--- src/rtl/cnt_slice_pkg.sv ---
package cnt_slice_pkg;
  // Strobes passed from control to datapath; at most one is set per cycle.
  typedef struct packed {
    logic clr;
    logic load;
    logic inc;
  } ctrlStrobes_t;
endpackage

--- src/rtl/cnt_slice_ctrl.sv ---
module cnt_slice_ctrl
  import cnt_slice_pkg::*;
(
  input  logic         clk,
  input  logic         rst,
  input  logic         cntEnN,
  input  logic         loadN,
  input  logic         reloadAtTc,
  input  logic         atMax,
  output ctrlStrobes_t strb
);
  // Priority: reset, explicit load, hold, reload at all ones, increment.
  always_comb begin
    strb = '0;
    if (rst) begin
      strb.clr = 1'b1;
    end else if (!loadN) begin
      strb.load = 1'b1;
    end else if (!cntEnN) begin
      if (atMax && reloadAtTc) strb.load = 1'b1;
      else                     strb.inc  = 1'b1;
    end
  end

  // the strobes never conflict.
  a_r6_one_strobe: assert property (@(posedge clk)
    $onehot0({strb.clr, strb.load, strb.inc}));

  // an explicit load wins over counting and over reload.
  a_r6_load_wins: assert property (@(posedge clk) disable iff (rst)
    !loadN |-> (strb.load && !strb.inc));
endmodule

--- src/rtl/cnt_slice_dp.sv ---
module cnt_slice_dp
  import cnt_slice_pkg::*;
#(
  parameter int WIDTH = 8
) (
  input  logic             clk,
  input  ctrlStrobes_t     strb,
  input  logic [WIDTH-1:0] preset,
  output logic [WIDTH-1:0] countQ,
  output logic             atMax
);
  localparam logic [WIDTH-1:0] ONE = WIDTH'(1);

  always_ff @(posedge clk) begin
    if (strb.clr)       countQ <= '0;
    else if (strb.load) countQ <= preset;
    else if (strb.inc)  countQ <= countQ + ONE;
  end

  assign atMax = &countQ;

  // with no strobe set, the register does not move.
  a_r2_idle_stable: assert property (@(posedge clk) disable iff (strb.clr)
    !(strb.load || strb.inc) |=> $stable(countQ));
endmodule

--- src/rtl/cnt_slice.sv ---
module cnt_slice
  import cnt_slice_pkg::*;
#(
  parameter int WIDTH = 8
) (
  input  logic             clk,
  input  logic             rst,
  input  logic             cntEnN,
  input  logic             loadN,
  input  logic             reloadAtTc,
  input  logic [WIDTH-1:0] preset,
  output logic [WIDTH-1:0] count,
  output logic             tcN
);
  localparam logic [WIDTH-1:0] ONE = WIDTH'(1);

  ctrlStrobes_t strb;
  logic         atMax;

  cnt_slice_ctrl u_ctrl (
    .clk        (clk),
    .rst        (rst),
    .cntEnN     (cntEnN),
    .loadN      (loadN),
    .reloadAtTc (reloadAtTc),
    .atMax      (atMax),
    .strb       (strb)
  );

  cnt_slice_dp #(.WIDTH(WIDTH)) u_dp (
    .clk    (clk),
    .strb   (strb),
    .preset (preset),
    .countQ (count),
    .atMax  (atMax)
  );

  assign tcN = ~atMax;

  // reset clears the count on the next edge.
  a_r7_reset_clears: assert property (@(posedge clk)
    rst |=> (count == '0));

  // hold keeps the value.
  a_r2_hold: assert property (@(posedge clk) disable iff (rst)
    (loadN && cntEnN) |=> $stable(count));

  // count up below all ones.
  a_r3_increment: assert property (@(posedge clk) disable iff (rst)
    (loadN && !cntEnN && tcN) |=> (count == $past(count) + ONE));

  // reload at all ones.
  a_r4_reload: assert property (@(posedge clk) disable iff (rst)
    (loadN && !cntEnN && !tcN && reloadAtTc) |=> (count == $past(preset)));

  // wrap to zero at all ones.
  a_r5_wrap: assert property (@(posedge clk) disable iff (rst)
    (loadN && !cntEnN && !tcN && !reloadAtTc) |=> (count == '0));

  // parallel load.
  a_r6_load: assert property (@(posedge clk) disable iff (rst)
    !loadN |=> (count == $past(preset)));
endmodule

--- config.mk ---
export PLATFORM = sky130hd
export DESIGN_NAME = cnt_slice
export DESIGN_NICKNAME = d
export VERILOG_FILES = /design/src/rtl/cnt_slice_pkg.sv /design/src/rtl/cnt_slice_ctrl.sv /design/src/rtl/cnt_slice_dp.sv /design/src/rtl/cnt_slice.sv
export SDC_FILE = /design/constraint.sdc
export NUM_CORES = 1
export LEC_CHECK = 0
export ABC_AREA = 1
export BUFFER_PORTS_ARGS = -buffer_cell sky130_fd_sc_hd__buf_2
export CAP_MARGIN = 20
export CORE_MARGIN = 2
export CORE_UTILIZATION = 25
export DETAILED_ROUTE_END_ITERATION = 12
export PLACE_DENSITY_LB_ADDON = 0.12
export SLEW_MARGIN = 25
export SYNTH_ARGS = -nofsm -noshare
export SYNTH_HDL_FRONTEND = slang
export SYNTH_SLANG_ARGS = --single-unit
export TNS_END_PERCENT = 20
--- constraint.sdc ---
create_clock -name clk -period 1.85 [get_ports clk]
set_input_delay 0.37 -clock clk [delete_from_list [all_inputs] [get_ports clk]]
set_output_delay 0.37 -clock clk [all_outputs]
set_load 0.005 [all_outputs]
==> results.sh, run 1 <==
export IMPL_run_status="complete, no violations"
export IMPL_die_x_um=53.52
export IMPL_numCtsBuffers=3
export IMPL_nets=131
export IMPL_port_buffers=21
export IMPL_finalMaxSlewViolations=0
export IMPL_clkLatencyLatePin_ns=0.26
export IMPL_synth_cells=93
export IMPL_top_level_ports=22
export IMPL_synth_top_cell_area_share_pct=26.12
export IMPL_yosys_top_cells_area="dfxtp_1 26%, nand2_1 18%, a21oi_2 10%, inv_1 8.6%, a21oi_1 4.9%"
export IMPL_endpoint_kind="output pin"
export IMPL_path_cells="ha_1 > nand2_2 > nor2_4 > nand2_1 > buf_2"
export IMPL_htree_levels=1
export IMPL_critPathRequiredTime_ns=1.48
export IMPL_rsz0062_at_grt="no"
export IMPL_fmax_mhz=605.1
export IMPL_critPathMaxStageDelay_ns=0.39
export IMPL_maxSlewHeadroom_pct=82.41
export IMPL_synthMuxAreaShare_pct=0
export IMPL_start_util_pct=26.94
export IMPL_cts_setup_buffers=0
export IMPL_cts_tree="built"
export IMPL_synthSimpleGateAreaFrac_pct=37.55
export IMPL_area_growth_pct=24.49
export IMPL_viasPerCell=4.308
export IMPL_root_buffer="clkbuf_4"
export IMPL_start_kind="flop"
export IMPL_ant_nets=0
export IMPL_clock_skew_ns=0.003681
export IMPL_p_leak_nw=0.3775
export IMPL_path_delay_family="flip-flops"
export IMPL_dr_first_iter_drc_count=10
export IMPL_cts_sinks=8
export IMPL_diodes=0
export IMPL_critPathBufInv=1
export IMPL_worst_hold_path_type="input pin to flop"
export IMPL_ys_warnings_count=0
export IMPL_core_sq_um=2276
export IMPL_synth_edf_count=0
export IMPL_syn_area_sq_um=613.1
export IMPL_grt_antenna_before_repair=0
export IMPL_tightest_slew_ns=0.2629
export IMPL_routed_wl_um=1549
export IMPL_finalSetupTns_ns=0
export IMPL_ys_seq_area_share_pct=26.12
export IMPL_die_h_um=53.52
export IMPL_largest_register="u_dp.countQ"
export IMPL_reg_top3="u_dp.countQ (8)"
export IMPL_wire_per_inst_um=10.83
export IMPL_grt_pass1_vias=589
export IMPL_vias=616
export IMPL_max_cap_viol_count=0
export IMPL_yosysTopAreaCell="dfxtp_1"
export IMPL_drc=0
export IMPL_grtUsageTotal_pct=12.84
export IMPL_path_class="flop to output pin"
export IMPL_irDropWorstVdd_mv=0.1923
export IMPL_gp_congestion=0.7316
export IMPL_dr_pass1_iters=6
export IMPL_synth_xor_area_share_pct=5.714
export IMPL_setup_viol=0
export IMPL_rows=17
export IMPL_synth_cell_types=21
export IMPL_crit_path_top_delay_cell="dfxtp_1"
export IMPL_fin_util_pct=33.53
export IMPL_synthAdderAreaFrac_pct=2.041
export IMPL_critPathMaxFanout=5
export IMPL_dp_hpwl_um=1164
export IMPL_overflow=0
export IMPL_cts_path_max_buffers=2
export IMPL_syn_area_per_cell_sq_um=6.592
export IMPL_grt_pass1_wl_um=2566
export IMPL_synth_async_reset_ratio_pct=0
export IMPL_nFillCells=269
export IMPL_path_clk_slew_ns=0.06
export IMPL_dieArea_sq_um=2864
export IMPL_synth_fp_nets=107
export IMPL_ys_flop_type="dfxtp_1"
export IMPL_finalCritPeriodShare_pct=89.33
export IMPL_final_layout_size_suffix_gt1_share_pct=36.52
export IMPL_largest_reg_flops=8
export IMPL_grt_start_max_net_pins=15
export IMPL_synth_most_common_cell="nand2_1"
export IMPL_postCtsHoldBufs=0
export IMPL_power_density_nw_per_um2=557.3
export IMPL_synth_compound_area_share_pct=16.73
export IMPL_synth_common_cells="30 x nand2_1, 14 x inv_1, 8 x dfxtp_1"
export IMPL_worstPathArrival_ns=1.28
export IMPL_hold_violations=0
export IMPL_synth_seq_cells=8
export IMPL_synth_top_family_by_area="simple AND/OR/NAND/NOR gates"
export IMPL_post_route_min_period_ns=1.653
export IMPL_cts_resized=0
==> metal layers <==
layer | up-vias | GRT usage (%) | wire [um]
met1 | 264 | 17.23 | 799
li1 | 333 | - | -
met3 | 2 | 3.390 | 90
met5 | - | 0 | 0
met4 | 0 | 7.692 | 14
met2 | 17 | 18.11 | 644
==> report_power, final <==
part	switching [W]	internal, W	total (W)
registers	0.0000131	0.000182	0.000195
logic	0.0000522	0.0000390	0.0000912
clock network	0.0000647	0.0000746	0.000139
==> worst paths after layout <==
check	endpoint	cells past startpoint	start	slack, ns
min reg2reg	u_dp.countQ[1]	2	u_dp.countQ[1]	0.52
max reg2reg	u_dp.countQ[6]	9	u_dp.countQ[0]	0.34
min	u_dp.countQ[0]	3	preset[0]	0.40
max	tcN	5	u_dp.countQ[0]	0.20
==> logic make-up (layout without fill, tap and decap cells) <==
kind of cell,Yosys count,after routing
AND/OR/NAND/NOR,47,47
buffers and inverters,18,40
flip-flops,8,8
adder cells (fa/ha/maj),1,1
XOR/XNOR,4,4
AO/OA/AOI/OAI,15,15
==> through the flow <==
stage	hold slack (ns)	instances	instance area (sq um)	setup WS, ns	power (W)
after floorplan	0.5007	93	613.1	0.4938	0.0002576
after global placement	0.5047	140	740.7	0.4012	0.0002926
after detailed placement	0.5071	140	740.7	0.3615	0.0002906
after CTS	0.3963	143	763.2	0.1807	0.0004365
after global routing	0.4249	143	763.2	0.07482	0.0004581
final	0.4046	143	763.2	0.1974	0.0004253
==> layout make-up <==
| cell class | count | area [sq um] | share of cell area, % |
|---|---|---|---|
| Multi-Input combinational cell | 67 | 380.4 | 49.84 |
| Inverter | 16 | 60.06 | 7.869 |
| Clock buffer | 3 | 22.52 | 2.951 |
| Sequential cell | 8 | 160.2 | 20.98 |
| Timing Repair Buffer | 21 | 105.1 | 13.77 |
| Tap cell | 28 | 35.03 | 4.590 |
==> placed cells by master (no fill, tap or decap), types with 2 or more instances in the layout <==
| cell type | Yosys | final |
|---|---|---|
| xnor2_1 | 3 | 3 |
| nand2_1 | 30 | 30 |
| inv_2 | 2 | 2 |
| inv_1 | 14 | 14 |
| a21oi_2 | 7 | 7 |
| nor2_1 | 2 | 2 |
| nand3_2 | 2 | 2 |
| nand2_2 | 3 | 3 |
| nand2_4 | 2 | 2 |
| dfxtp_1 | 8 | 8 |
| a21oi_1 | 6 | 6 |
| nand3_1 | 5 | 5 |
| buf_2 | 1 | 21 |
| clkbuf_4 | 0 | 3 |
==> tightest hold or removal path, cell delays in order <==
cell and delay, ns:
buf_2 0.10, nand3_1 0.07, a31oi_1 0.08
(Power assumes the default switching activity.)
==> run 2, diff against run 1 <==
Settings changed: RECOVER_POWER set to 100.
==> run 2 against run 1 <==
Net effect: sequential power is essentially flat; worst hold slack is essentially flat; cell count is the same; sequential cell count is the same; total power shrank 0.83%; count of clock-buffer cells in the layout is the same; first-iteration DRC count shrank 40%; largest power group unchanged.
==> results.sh, run 2 (synthesized netlist as in run 1, its figures left out) <==
export IMPL_root_buffer="clkbuf_4"
export IMPL_fmax_mhz=605.0
export IMPL_ant_nets=0
export IMPL_stdcell_count=143
export IMPL_cts_sinks=8
export IMPL_nets=131
export IMPL_grt_pass1_vias=589
export IMPL_postCtsHoldBufs=0
export IMPL_path_clk_slew_ns=0.06
export IMPL_clkPwrFrac_pct=32.9
export IMPL_cts_tree="built"
export IMPL_rsz0062_at_grt="no"
export IMPL_top_level_ports=22
export IMPL_clock_skew_ns=0.003082
export IMPL_final_cell_mix="31 x nand2_1, 19 x buf_2, 14 x inv_1"
export IMPL_htree_levels=1
export IMPL_power_density_nw_per_um2=568.5
export IMPL_cts_setup_buffers=0
export IMPL_finalCritPeriodShare_pct=89.35
export IMPL_maxSlewHeadroom_pct=82.30
export IMPL_design_area_sq_um=742.0
export IMPL_finalMaxSlewViolations=0
export IMPL_power_frac_seq_pct=46.2
export IMPL_clkLatencyLatePin_ns=0.26
export IMPL_reg_top3="u_dp.countQ (8)"
export IMPL_critPathMaxFanout=5
export IMPL_vias=620
export IMPL_run_status="complete, no violations"
export IMPL_port_buffers=21
export IMPL_setup_viol=0
export IMPL_pwr_share_comb_pct=20.9
export IMPL_holdWs_ns=0.4051
export IMPL_switchingPower_w=0.0001280
export IMPL_area_growth_pct=21.02
export IMPL_drc=0
export IMPL_path_class="flop to output pin"
export IMPL_fin_util_pct=32.60
export IMPL_place_area_sq_um=740.7
export IMPL_worstPathArrival_ns=1.28
export IMPL_p_leak_nw=0.3680
export IMPL_die_h_um=53.52
export IMPL_overflow=0
export IMPL_critPathRequiredTime_ns=1.48
export IMPL_sw_frac_of_total_pct=30.33
export IMPL_cts_resized=0
export IMPL_rows=17
export IMPL_viasPerCell=4.336
export IMPL_start_util_pct=26.94
export IMPL_grt_antenna_before_repair=0
export IMPL_hold_violations=0
export IMPL_grt_start_max_net_pins=15
export IMPL_irDropWorstVdd_mv=0.1843
export IMPL_dr_first_iter_drc_count=6
export IMPL_diodes=0
export IMPL_numCtsBuffers=3
export IMPL_internal_power_w=0.0002939
export IMPL_wire_per_inst_um=10.79
export IMPL_grt_pass1_wl_um=2566
export IMPL_core_sq_um=2276
export IMPL_endpoint_kind="output pin"
export IMPL_cts_path_max_buffers=2
export IMPL_max_cap_viol_count=0
export IMPL_final_layout_size_suffix_gt1_share_pct=30.43
export IMPL_tightest_slew_ns=0.2646
export IMPL_grtUsageTotal_pct=12.84
export IMPL_largest_reg_flops=8
export IMPL_dp_hpwl_um=1164
export IMPL_dp_cells=140
export IMPL_worst_hold_path_type="input pin to flop"
export IMPL_largest_register="u_dp.countQ"
export IMPL_dieArea_sq_um=2864
export IMPL_finalSetupTns_ns=0
export IMPL_final_common_cell="nand2_1"
export IMPL_start_kind="flop"
export IMPL_die_x_um=53.52
export IMPL_dr_pass1_iters=4
export IMPL_gp_congestion=0.7316
export IMPL_post_route_min_period_ns=1.653
export IMPL_routed_wl_um=1543
-- run 2: changes by cell type in the layout (fill, tap and decap cells not counted) --
| cell | delta |
|---|---|
| clkbuf_1 | +2 |
| nand3_1 | +1 |
| nand3_2 | -1 |
| a21oi_1 | +3 |
| nand2_2 | -1 |
| buf_2 | -2 |
| nand2_1 | +1 |
| a21oi_2 | -3 |
-- run 2: per-stage QoR --
stage,power (W),setup WS [ns]
2_1_floorplan,0.0002576,0.4938
3_5_place_dp,0.0002906,0.3615
4_1_cts,0.0004365,0.1807
3_3_place_gp,0.0002926,0.4012
5_1_grt,0.0004548,0.07402
6_report,0.0004218,0.1970
-- run 2: critical path: stages, from the launching register on --
cell     delay [ns]
dfxtp_1        0.39
ha_1           0.20
nand2_1        0.10
nor2_4         0.15
nand2_1        0.06
buf_2          0.12
-- run 2: path summary, 6_finish.rpt --
check	slack (ns)	to	depth (start not counted)	from
setup / recovery	0.20	tcN	5	u_dp.countQ[0]
hold / removal	0.41	u_dp.countQ[0]	3	preset[0]
setup reg to reg	0.30	u_dp.countQ[6]	9	u_dp.countQ[0]
hold reg to reg	0.50	u_dp.countQ[1]	2	u_dp.countQ[1]
-- run 2: power by group through the flow --
stage	Sequential [W]	Clock (W)	Combinational [W]
floorplan	0.000197	0	0.0000602
global placement	0.000198	0	0.0000941
detailed placement	0.000199	0	0.0000918
CTS	0.000195	0.000149	0.0000926
global route	0.000197	0.000156	0.000102
finish	0.000195	0.000139	0.0000882
-- run 2: layout make-up --
| cell class | instances | area [sq um] |
|---|---|---|
| inverters | 16 | 60.06 |
| fillers | 273 | 1534 |
| flip-flops and latches | 8 | 160.2 |
| well taps | 28 | 35.03 |
| clock buffers | 3 | 22.52 |
| repair buffers | 21 | 102.6 |
| multi-input cells | 67 | 361.6 |
-- run 2: per-layer routing --
metal  up-vias  part of all wire (%)  GRT usage, %  wire length [um]
li1        332                     -             -                 -
met1       269                    53         17.23               825
met2        17                    41         18.11               625
met3         2                   5.0         3.390                77
met4         0                  0.91         7.692                14
met5         -                     0             0                 0
==> run 3, diff against run 2 <==
Settings changed: SYNTH_HIERARCHICAL set to 1.
==> run 3 against run 2 <==
Net effect: first-iteration DRC count fell by 33%; synthesized area decreased by 11%; sequential power about the same; clock power hardly changed; combinational power increased by 16%; clock skew rose by 0.0010 ns; core utilization grew 10 points; non-clock buffer count up 14; critical path type unchanged; critical path depth increased by 3; worst hold slack is essentially flat; highest routed layer is now met3; sequential share of layout area shrank 2.9 points.
==> results.sh, run 3 <==
export IMPL_run_status="complete, no violations"
export IMPL_vias=651
export IMPL_area_growth_pct=58.68
export IMPL_nFillCells=221
export IMPL_irDropWorstVdd_mv=0.4228
export IMPL_overflow=0
export IMPL_rsz0062_at_grt="yes"
export IMPL_gp_congestion=0.7926
export IMPL_endpoint_kind="output pin"
export IMPL_critPathMaxStageDelay_ns=0.36
export IMPL_rows=16
export IMPL_top_level_ports=22
export IMPL_synth_most_common_cell="nand2_1"
export IMPL_postCtsHoldBufs=0
export IMPL_worstPathArrival_ns=1.42
export IMPL_reg_top3="u_dp/countQ (8)"
export IMPL_finalMaxSlewViolations=0
export IMPL_synth_seq_cells=8
export IMPL_cts_tree="built"
export IMPL_setup_viol=0
export IMPL_diodes=0
export IMPL_htree_levels=1
export IMPL_fmax_mhz=559.0
export IMPL_dr_first_iter_drc_count=4
export IMPL_port_buffers=21
export IMPL_viasPerCell=4.490
export IMPL_critPathBufInv=3
export IMPL_routed_wl_um=1513
export IMPL_largest_register="u_dp/countQ"
export IMPL_numCtsBuffers=3
export IMPL_core_sq_um=2022
export IMPL_yosysTopAreaCell="dfxtp_1"
export IMPL_fin_util_pct=43.01
export IMPL_ys_warnings_count=6
export IMPL_path_class="flop to output pin"
export IMPL_worst_hold_path_type="input pin to flop"
export IMPL_post_route_min_period_ns=1.789
export IMPL_clock_skew_ns=0.004099
export IMPL_final_layout_size_suffix_gt1_share_pct=48.31
export IMPL_final_common_cell="buf_2"
export IMPL_nets=134
export IMPL_crit_path_top_delay_cell="dfxtp_2"
export IMPL_start_util_pct=27.10
export IMPL_synth_cells=82
export IMPL_p_leak_nw=0.4018
export IMPL_holdWs_ns=0.4054
export IMPL_die_h_um=50.82
export IMPL_clkLatencyLatePin_ns=0.26
export IMPL_hold_violations=0
export IMPL_root_buffer="clkbuf_4"
export IMPL_critPathRequiredTime_ns=1.48
export IMPL_dr_pass1_iters=4
export IMPL_path_cells="ha_4 > nand2_4 > nor2_4 > nand3_4 > nor2_4 > buf_4 > inv_1 > buf_2"
export IMPL_grtUsageTotal_pct=12.81
export IMPL_path_clk_slew_ns=0.06
export IMPL_synth_cell_types=23
export IMPL_finalCritPeriodShare_pct=96.69
export IMPL_synth_edf_count=0
export IMPL_wire_per_inst_um=10.43
export IMPL_cts_sinks=8
export IMPL_power_density_nw_per_um2=497.6
export IMPL_rr_startpoint="u_dp/countQ[1]"
export IMPL_final_cell_mix="21 x buf_2, 17 x nand2_1, 11 x inv_1, 11 x buf_4, 6 x dfxtp_1"
export IMPL_synth_common_cells="18 x nand2_1, 11 x inv_1, 8 x dfxtp_1, 8 x nor2_1, 7 x nand3_1"
export IMPL_grt_pass1_wl_um=2504
export IMPL_die_x_um=50.82
export IMPL_cts_path_max_buffers=2
export IMPL_grt_antenna_before_repair=0
export IMPL_syn_area_per_cell_sq_um=6.683
export IMPL_largest_reg_flops=8
export IMPL_cpMostUsedCell="nor2_4"
export IMPL_dp_hpwl_um=1177
export IMPL_ant_nets=0
export IMPL_path_delay_family="simple AND/OR/NAND/NOR gates"
export IMPL_yosys_top_cells_area="dfxtp_1 29%, nand2_1 12%, inv_1 7.5%, nand3_1 6.4%, a22oi_1 5.5%"
export IMPL_max_cap_viol_count=0
export IMPL_drc=0
export IMPL_dieArea_sq_um=2583
export IMPL_tightest_slew_ns=0.2087
export IMPL_synth_top_cell_area_share_pct=29.22
export IMPL_worstHoldStart="preset[2]"
export IMPL_grt_pass1_vias=634
export IMPL_syn_area_sq_um=548.0
export IMPL_synth_fp_nets=96
export IMPL_synth_async_reset_ratio_pct=0
export IMPL_crit_start="u_dp/countQ[1]"
export IMPL_maxSlewHeadroom_pct=86.07
export IMPL_grt_start_max_net_pins=9
export IMPL_ys_flop_type="dfxtp_1"
export IMPL_start_kind="flop"
export IMPL_p_total_w=0.0004327
export IMPL_ys_seq_area_share_pct=29.22
export IMPL_critPathMaxFanout=3
## run 3: cell count changes after synthesis, sizes merged, moves of 2 or more
cell / previous run / this run
a21oi: 13 / 6
o21ai: 1 / 4
inv: 16 / 13
xnor2: 3 / 0
nand2: 35 / 20
a22oi: 0 / 4
nor2: 4 / 11
nand3: 7 / 9
## run 3: where the power goes
group / internal, W / switching, W
Combinational: 0.0000498 / 0.0000521
Sequential: 0.000183 / 0.0000104
Clock: 0.0000745 / 0.0000630
## run 3: path summary, 6_finish.rpt
| path | to | slack [ns] | cells after the start |
|---|---|---|---|
| worst min-delay path | u_dp/countQ[2] | 0.41 | 3 |
| worst min register to register | u_dp/countQ[4] | 0.61 | 2 |
| worst max-delay path | tcN | 0.06 | 8 |
| worst max register to register | u_dp/countQ[3] | 0.07 | 14 |
## run 3: logic make-up after synthesis
group           count (synthesis)  synth area share (%)
flops                           8                 29.22
fa+ha+maj                       1                 2.283
buf+inv                        15                 12.79
simple gates                   41                 35.39
xor+xnor                        1                 1.598
compound gates                 16                 18.72
## run 3: cell type report
class	count	area, sq um	area share, %
tap	27	33.78	3.885
multi-input combinational	59	382.9	44.03
clock buffer	3	22.52	2.590
sequential	8	162.7	18.71
timing repair buffer	35	214.0	24.60
inverter	13	53.80	6.187
## run 3: worst min-delay path: stages
cell,delay [ns]
buf_2,0.07
o21ai_0,0.07
a21oi_1,0.11
## run 3: timing repair
item	CTS	global route
gates resized for setup	3	12
buffers inserted	0	2
setup endpoints to repair	8	9
pin swaps	1	9
## run 3: metrics by stage
| step | std cells | setup slack [ns] | setup TNS, ns | area, sq um |
|---|---|---|---|---|
| final | 145 | 0.06118 | 0 | 869.6 |
| after global routing | 145 | -0.08753 | -0.4068 | 869.6 |
| after CTS | 143 | 0.01261 | 0 | 800.8 |
| after detailed placement | 140 | -0.05700 | -0.06527 | 765.7 |
| after global placement | 140 | -0.05022 | -0.05561 | 765.7 |
| after floorplan | 82 | 0.002202 | 0 | 555.5 |
## run 3: metal layers
| layer | track usage [%] | wire length (um) | vias up |
|---|---|---|---|
| met5 | 0 | 0 | - |
| met2 | 21.93 | 726 | 17 |
| met3 | 5.556 | 93 | 0 |
| li1 | - | - | 338 |
| met4 | 3.153 | 0 | 0 |
| met1 | 14.62 | 694 | 296 |
